`config.mk`:
```
export PLATFORM = sky130hd
export DESIGN_NAME = glk_gpio_bank
export DESIGN_NICKNAME = d
export VERILOG_FILES = /design/src/rtl/glk_pkg.sv /design/src/rtl/glk_key_fsm.sv /design/src/rtl/glk_pin_cfg.sv /design/src/rtl/glk_out_bank.sv /design/src/rtl/glk_in_sync.sv /design/src/rtl/glk_gpio_bank.sv
export SDC_FILE = /design/constraint.sdc
export NUM_CORES = 1
export LEC_CHECK = 0
export BUFFER_PORTS_ARGS = -buffer_cell sky130_fd_sc_hd__buf_2
export CAP_MARGIN = 20
export CORE_AREA = 8 8 132 134
export DETAILED_ROUTE_END_ITERATION = 16
export DIE_AREA = 0 0 140 142
export PLACE_DENSITY = 0.76
export SYNTH_ARGS = -nofsm -noshare
export SYNTH_HDL_FRONTEND = slang
export SYNTH_SLANG_ARGS = --single-unit
```
`constraint.sdc`:
```
create_clock -name clk -period 1.7 [get_ports clk]
set_clock_uncertainty 0.1 [all_clocks]
set_input_delay 0.255 -clock clk [delete_from_list [all_inputs] [get_ports clk]]
set_output_delay 0.255 -clock clk [all_outputs]
set_load 0.02 [all_outputs]
```
`src/rtl/glk_pkg.sv`:
```
package glk_pkg;

    typedef enum logic [0:0] {
        KEY_IDLE  = 1'b0,
        KEY_ARMED = 1'b1
    } key_state_e;

    localparam int OFS_OUT_STATE = 'h000;
    localparam int OFS_IN_STATE  = 'h004;
    localparam int OFS_SET       = 'h008;
    localparam int OFS_CLR       = 'h00C;
    localparam int OFS_PIN_VIEW  = 'h010;
    localparam int OFS_KEY       = 'h020;
    localparam int OFS_PROTECT   = 'h024;
    localparam int OFS_CTRL_BASE = 'h100;

    localparam logic [31:0] KEY_MAGIC = 32'h00A5_A501;

endpackage

```
`src/rtl/glk_key_fsm.sv`:
```
module glk_key_fsm
    import glk_pkg::*;
#(
    parameter int NPINS  = 32,
    parameter int DATA_W = 32
) (
    input  logic              clk,
    input  logic              rst_n,
    input  logic              wr_en,
    input  logic              key_sel,
    input  logic              prot_sel,
    input  logic [DATA_W-1:0] wdata,
    output logic [NPINS-1:0]  prot_q
);

    key_state_e state_q, state_d;
    logic       key_ok;
    logic       commit;

    assign key_ok = wr_en && key_sel && (wdata == KEY_MAGIC);

    // state register
    always_ff @(posedge clk or negedge rst_n) begin
        if (!rst_n) state_q <= KEY_IDLE;
        else        state_q <= state_d;
    end

    // next state: T_ARM, T_REARM, T_COMMIT, T_ABORT
    always_comb begin
        state_d = state_q;
        commit  = 1'b0;
        unique case (state_q)
            KEY_IDLE: begin
                if (key_ok) state_d = KEY_ARMED;
            end
            KEY_ARMED: begin
                if (wr_en) begin
                    if (key_ok) begin
                        state_d = KEY_ARMED;
                    end else begin
                        state_d = KEY_IDLE;
                        commit  = prot_sel;
                    end
                end
            end
            default: state_d = KEY_IDLE;
        endcase
    end

    // outputs: protect word
    always_ff @(posedge clk or negedge rst_n) begin
        if (!rst_n)      prot_q <= '1;
        else if (commit) prot_q <= wdata[NPINS-1:0];
    end

    a_r3_idle_holds: assert property (@(posedge clk) disable iff (!rst_n)
        (state_q == KEY_IDLE) |=> $stable(prot_q));

    a_r4_abort: assert property (@(posedge clk) disable iff (!rst_n)
        (state_q == KEY_ARMED && wr_en && !key_sel && !prot_sel) |=>
            (state_q == KEY_IDLE && $stable(prot_q)));

    a_r2_arm: assert property (@(posedge clk) disable iff (!rst_n)
        (state_q == KEY_IDLE && wr_en && key_sel && wdata == KEY_MAGIC) |=>
            (state_q == KEY_ARMED));

endmodule

```
`src/rtl/glk_pin_cfg.sv`:
```
module glk_pin_cfg #(
    parameter int NPINS = 32,
    parameter int IDX_W = $clog2(NPINS)
) (
    input  logic             clk,
    input  logic             rst_n,
    input  logic             wr_en,
    input  logic             ctrl_sel,
    input  logic [IDX_W-1:0] ctrl_idx,
    input  logic             wbit,
    input  logic [NPINS-1:0] prot,
    output logic [NPINS-1:0] dir_q
);

    for (genvar n = 0; n < NPINS; n++) begin : g_pin
        logic hit;
        assign hit = wr_en && ctrl_sel && (ctrl_idx == IDX_W'(n)) && !prot[n];

        always_ff @(posedge clk or negedge rst_n) begin
            if (!rst_n)   dir_q[n] <= 1'b1;
            else if (hit) dir_q[n] <= wbit;
        end

        a_r5_protected_dir: assert property (@(posedge clk) disable iff (!rst_n)
            prot[n] |=> $stable(dir_q[n]));
    end

endmodule

```
`src/rtl/glk_out_bank.sv`:
```
module glk_out_bank #(
    parameter int NPINS = 32
) (
    input  logic             clk,
    input  logic             rst_n,
    input  logic             set_stb,
    input  logic             clr_stb,
    input  logic [NPINS-1:0] wmask,
    input  logic [NPINS-1:0] prot,
    input  logic [NPINS-1:0] dir,
    output logic [NPINS-1:0] out_q
);

    for (genvar i = 0; i < NPINS; i++) begin : g_bit
        logic open_bit;
        assign open_bit = wmask[i] && !prot[i] && !dir[i];

        always_ff @(posedge clk or negedge rst_n) begin
            if (!rst_n)                    out_q[i] <= 1'b0;
            else if (set_stb && open_bit)  out_q[i] <= 1'b1;
            else if (clr_stb && open_bit)  out_q[i] <= 1'b0;
        end

        a_r8_r9_guarded: assert property (@(posedge clk) disable iff (!rst_n)
            (prot[i] || dir[i]) |=> $stable(out_q[i]));

        a_r6_set_lands: assert property (@(posedge clk) disable iff (!rst_n)
            (set_stb && wmask[i] && !prot[i] && !dir[i]) |=> out_q[i]);

        a_r7_clr_lands: assert property (@(posedge clk) disable iff (!rst_n)
            (clr_stb && wmask[i] && !prot[i] && !dir[i]) |=> !out_q[i]);
    end

    a_r6_r7_exclusive: assert property (@(posedge clk) disable iff (!rst_n)
        !(set_stb && clr_stb));

endmodule

```
`src/rtl/glk_in_sync.sv`:
```
module glk_in_sync #(
    parameter int NPINS       = 32,
    parameter int SYNC_STAGES = 2
) (
    input  logic             clk,
    input  logic             rst_n,
    input  logic [NPINS-1:0] pin_in,
    output logic [NPINS-1:0] in_q
);

    logic [NPINS-1:0] stage_q [SYNC_STAGES];

    for (genvar s = 0; s < SYNC_STAGES; s++) begin : g_stage
        always_ff @(posedge clk or negedge rst_n) begin
            if (!rst_n)      stage_q[s] <= '0;
            else if (s == 0) stage_q[s] <= pin_in;
            else             stage_q[s] <= stage_q[(s == 0) ? 0 : s-1];
        end
    end

    assign in_q = stage_q[SYNC_STAGES-1];

endmodule

```
`src/rtl/glk_gpio_bank.sv`:
```
module glk_gpio_bank
    import glk_pkg::*;
#(
    parameter int NPINS       = 32,
    parameter int SYNC_STAGES = 2,
    parameter int ADDR_W      = 12
) (
    input  logic              clk,
    input  logic              rst_n,
    input  logic [ADDR_W-1:0] bus_addr,
    input  logic [31:0]       bus_wdata,
    input  logic              bus_we,
    output logic [31:0]       bus_rdata,
    input  logic [NPINS-1:0]  pin_in,
    output logic [NPINS-1:0]  pin_out,
    output logic [NPINS-1:0]  pin_oe
);

    localparam int IDX_W    = (NPINS > 1) ? $clog2(NPINS) : 1;
    localparam int CTRL_END = OFS_CTRL_BASE + 4 * NPINS;

    logic [NPINS-1:0]  prot_q, dir_q, out_q, in_q;
    logic [ADDR_W-1:0] ctrl_off;
    logic [IDX_W-1:0]  ctrl_idx;
    logic              ctrl_sel, key_sel, prot_sel, set_sel, clr_sel;

    assign key_sel  = (bus_addr == ADDR_W'(OFS_KEY));
    assign prot_sel = (bus_addr == ADDR_W'(OFS_PROTECT));
    assign set_sel  = (bus_addr == ADDR_W'(OFS_SET));
    assign clr_sel  = (bus_addr == ADDR_W'(OFS_CLR));
    assign ctrl_off = bus_addr - ADDR_W'(OFS_CTRL_BASE);
    assign ctrl_idx = ctrl_off[IDX_W+1:2];
    assign ctrl_sel = (bus_addr >= ADDR_W'(OFS_CTRL_BASE)) &&
                      (bus_addr <  ADDR_W'(CTRL_END)) &&
                      (bus_addr[1:0] == 2'b00);

    glk_key_fsm #(.NPINS(NPINS), .DATA_W(32)) u_key (
        .clk(clk), .rst_n(rst_n), .wr_en(bus_we), .key_sel(key_sel),
        .prot_sel(prot_sel), .wdata(bus_wdata), .prot_q(prot_q)
    );

    glk_pin_cfg #(.NPINS(NPINS), .IDX_W(IDX_W)) u_cfg (
        .clk(clk), .rst_n(rst_n), .wr_en(bus_we), .ctrl_sel(ctrl_sel),
        .ctrl_idx(ctrl_idx), .wbit(bus_wdata[0]), .prot(prot_q), .dir_q(dir_q)
    );

    glk_out_bank #(.NPINS(NPINS)) u_out (
        .clk(clk), .rst_n(rst_n), .set_stb(bus_we && set_sel),
        .clr_stb(bus_we && clr_sel), .wmask(bus_wdata[NPINS-1:0]),
        .prot(prot_q), .dir(dir_q), .out_q(out_q)
    );

    glk_in_sync #(.NPINS(NPINS), .SYNC_STAGES(SYNC_STAGES)) u_sync (
        .clk(clk), .rst_n(rst_n), .pin_in(pin_in), .in_q(in_q)
    );

    assign pin_out = out_q;
    assign pin_oe  = ~dir_q;

    always_comb begin
        bus_rdata = '0;
        if (bus_addr == ADDR_W'(OFS_OUT_STATE))     bus_rdata[NPINS-1:0] = out_q;
        else if (bus_addr == ADDR_W'(OFS_IN_STATE)) bus_rdata[NPINS-1:0] = in_q;
        else if (bus_addr == ADDR_W'(OFS_PIN_VIEW))
            bus_rdata[NPINS-1:0] = (dir_q & in_q) | (~dir_q & out_q);
        else if (prot_sel)                          bus_rdata[NPINS-1:0] = prot_q;
        else if (ctrl_sel)                          bus_rdata[0] = dir_q[ctrl_idx];
    end

    a_r1_reset_state: assert property (@(posedge clk)
        $rose(rst_n) |-> (prot_q == '1 && out_q == '0 && pin_oe == '0));

    a_r5_oe_follows_write: assert property (@(posedge clk) disable iff (!rst_n)
        (bus_we && ctrl_sel && !prot_q[ctrl_idx]) |=>
            (pin_oe[$past(ctrl_idx)] == !$past(bus_wdata[0])));

endmodule

```
==> impl_metrics.csv <==
group,metric,value,unit
setup_path,path_cells,"mux2i_2 -> a211o_1 -> a211oi_2 -> a31oi_1 -> a31oi_1 -> o22a_2 -> buf_6",
setup_path,startpoint,"u_cfg.dir_q[4]$_DFFE_PN1P_",
clock_network,cts_made_buffers,17,
outcome,violations,"setup timing",
min_path,hp-start,"bus_wdata[20]",
sta,slew_violations,0,
cells_and_area,n_antenna_cell,0,
floorplanning,core-area,15400,µm²
synthesis,async_flop_share,100,%
global_route,grt_pass1_wl,41500,µm
clock_network,cts_sinks,161,
synthesis,synth_fa_ha_area_share,0,%
global_route,grt_use_met1,32.8,%
placed_design,io_buffers,174,
min_path,hold_class,"in -> reg",
synthesis,synth_compound_area_share,15.5,%
sta,rsz0062_at_grt,"true",
placed_design,gp_congestion,0.937,
drt,wl,27600,µm
setup_path,path_max_fanout,2,
setup_path,worstSetupStartpointType,"flop",
clock_network,clkLatencyLatePin,0.43,ns
synthesis,synth_top_family_by_area,"compound AO/OA/AOI/OAI gates",
pwr,p_total,8.39,mW
pwr,seq_power_share,47.1,%
setup_path,critPathKind,"reg -> out",
sta,slew_headroom,73.3,%
pwr,p_leak,5.11,nW
setup_path,reg2reg_from,"u_key.state_q$_DFF_PN0_",
placed_design,place_hpwl,17600,µm
global_route,grt_max_degree,48,
synthesis,synthesis.area,7320,µm²
synthesis,synthSimpleGateAreaFrac,14.7,%
drt,routedWlPerCell,22.3,µm
drt,drt-initial-drc-count,695,
sta,worstMarginPinSlew,0.401,ns
sta,fmax,0.414,GHz
sta,hold_viol,0,
drt,ant_nets,0,
floorplanning,die_height,142,µm
global_route,grt_use_total,27.4,%
synthesis,synth.distinct_cells,44,
setup_path,cp_common_cell,"a31oi_1",
floorplanning,start_util,47.5,%
drt,dr_total_vias,7199,
synthesis,ys_warn_count,0,
setup_path,cp.buffers_inverters,1,
global_route,use_met3,8.45,%
setup_path,max_stage_delay,0.55,ns
pwr,sw_frac_of_total,23.2,%
pwr,ir_drop,0.745,mV
synthesis,seq_area_frac_synth,56.1,%
synthesis,synthesis.nets,775,
global_route,grt_util_met2,44.0,%
clock_network,tritoncts,"yes",
cells_and_area,drive_gt1_share,48.7,%
clock_network,clk_pin_slew,0.06,ns
floorplanning,pin_count,175,
setup_path,r2r_slack,0.26,ns
floorplanning,dieArea,19900,µm²
pwr,p_switching,1.95,mW
pwr,internal-power,6.44,mW
floorplanning,dieWidth,140,µm
sta,fin_crit_sh,142,%
setup_path,cp_slowest_cell,"dfstp_2",
synthesis,synth_xor_area_share,0,%
global_route,grt_overflow,0,
global_route,top_usage_layer,"met2",
clock_network,root_buffer,"clkbuf_16",
clock_network,clockBufferDepth,2,
clock_network,h-tree-depth,4,
drt,viasPerCell,5.83,
outcome,status,"complete, but fails checks",
synthesis,ys_ff_latch,161,
cells_and_area,layout.nets,1109,
synthesis,synth_edf_count,0,
run,cap_violations,0,
setup_path,crit_path_end_kind,"output port",
sta,min_period,2.41,ns
synthesis,muxShareOfSynthArea,9.71,%
pwr,power_density,747,nW/µm²
setup_path,cp.arrival,2.06,ns
sta,hold_slack,0.0165,ns
sta,fin_ws,-0.713,ns
floorplanning,rows,46,
global_route,grt_pass1_vias,7429,
setup_path,cp.required,1.34,ns
placed_design,pre_cts_ws,-0.591,ns
global_route,antenna_found_initial,0,
sta,finalSetupViolCount,32,
drt,drc,0,
pwr,combPwrFrac,7.6,%
sta,fin_setup_tns,-13.77,ns
cells_and_area,syn2layout_area_growth,53.3,%
pwr,p_clk_share,45.3,%
synthesis,synth_flop_cell,"dfrtp_1",
synthesis,syn_inst,696,
drt,dr.pass1.iters,5,
synthesis,synth_area_per_cell,10.5,µm²
setup_path,crit_family,"compound AO/OA/AOI/OAI gates",
==> metal layers <==
layer | wire length, µm | share of wire, %
met5 | 0 | 0
met4 | 1240 | 4.5
met3 | 2560 | 9.3
met2 | 13200 | 48
met1 | 10600 | 38
==> cells by family (layout without fill, tap and decap cells) <==
logic type	Yosys count	in the layout
buf+inv	70	415
compound gates	189	189
simple gates	211	213
mux	65	65
flops	161	161
==> timing repair <==
action | in CTS | in global routing
cloned | 5 | 2
pin swaps | 50 | 8
endpoints found under the setup margin | 32 | 77
hold buffers | 47 | 0
setup buffers | 18 | 9
resized for setup | 149 | 48
endpoints found under the hold margin | 138 | 0
==> synth_stat cells (2+ instances only) <==
cell	count	area share [%]
a21oi_1	28	1.9
a221o_1	31	4.2
a22oi_1	2	0.21
a31oi_1	2	0.17
buf_2	10	0.68
buf_4	4	0.41
clkbuf_1	21	1.1
dfrtp_1	97	33
dfstp_2	64	23
inv_1	35	1.8
mux2_1	3	0.46
mux2_2	45	6.9
mux2i_1	17	2.3
nand2_1	69	3.5
nand2b_1	9	0.77
nand3_1	5	0.34
nand4_1	4	0.34
nor2_1	42	2.2
nor2_2	3	0.26
nor2b_1	26	2.2
nor3_1	20	1.4
nor3_2	3	0.41
nor4_1	13	1.1
nor4b_1	4	0.48
o211ai_1	2	0.21
o21ai_0	116	7.9
o22ai_1	3	0.26
or2_2	2	0.17
==> flip-flops by register name, indices dropped and copies added, names as in the netlist <==
register        count
u_key.prot_q       32
u_sync.in_q        32
u_sync.stage_q     32
u_out.out_q        32
u_cfg.dir_q        32
u_key.state_q       1
==> final cells by class <==
cell class,count,area [µm²]
clock buffer,21,450
timing repair buffer,348,2930
tap,192,240
multi-input combinational,467,3230
clock inverter,11,129
fill,1035,4200
sequential,161,4110
inverter,35,131
==> worst reg2reg max path, stage by stage, from the launching register on <==
cell	delay, ns
dfrtp_1	0.32
inv_1	0.06
nor3_4	0.22
buf_12	0.16
clkbuf_16	0.16
mux2_2	0.34
==> path summary, 6_finish.rpt <==
kind | to | cells after the start
worst max-delay path | bus_rdata[0] | 7
worst min-delay path | u_key.prot_q[20]$_DFFE_PN1P_ | 2
worst max register to register | u_key.prot_q[28]$_DFFE_PN1P_ | 5
worst min register to register | u_sync.in_q[31]$_DFF_PN0_ | 0
max in group asynchronous | u_key.prot_q[29]$_DFFE_PN1P_ | 3
min in group asynchronous | u_sync.stage_q[58]$_DFF_PN0_ | 2
==> layout by cell type (no fill, tap or decap), types with 8 or more instances in the layout <==
master	synthesis	layout
buf_2	10	120
dfrtp_1	97	97
mux2i_1	17	15
a21oi_2	0	22
dfstp_2	64	64
nor4_1	13	12
nor2_4	0	8
buf_12	0	10
nor3_1	20	20
nor2_1	42	36
buf_4	4	91
nand2_1	69	68
a221o_1	31	31
nor2b_1	26	25
inv_1	35	32
o21ai_1	0	26
buf_6	0	71
o21ai_0	116	85
clkbuf_16	0	19
dlygate4sd3_1	0	47
mux2_2	45	42
==> power groups by stage <==
stage / sequential, mW / combinational, mW / clock, mW
after floorplan: 4.01 / 0.148 / 0
after global routing: 3.96 / 0.679 / 3.96
final: 3.95 / 0.634 / 3.80
after detailed placement: 4.02 / 0.489 / 0
after CTS: 3.95 / 0.611 / 3.82
after global placement: 4.01 / 0.484 / 0
==> stage by stage <==
stage	area, µm²	cells	utilization [%]
after CTS	11000	1231	71.5
after detailed placement	9260	1133	60.1
after floorplan	7520	696	-
final	11200	1235	72.8
after global routing	11200	1235	72.8
after global placement	9260	1133	60.1
No activity file was read; power rests on OpenSTA's default activity.
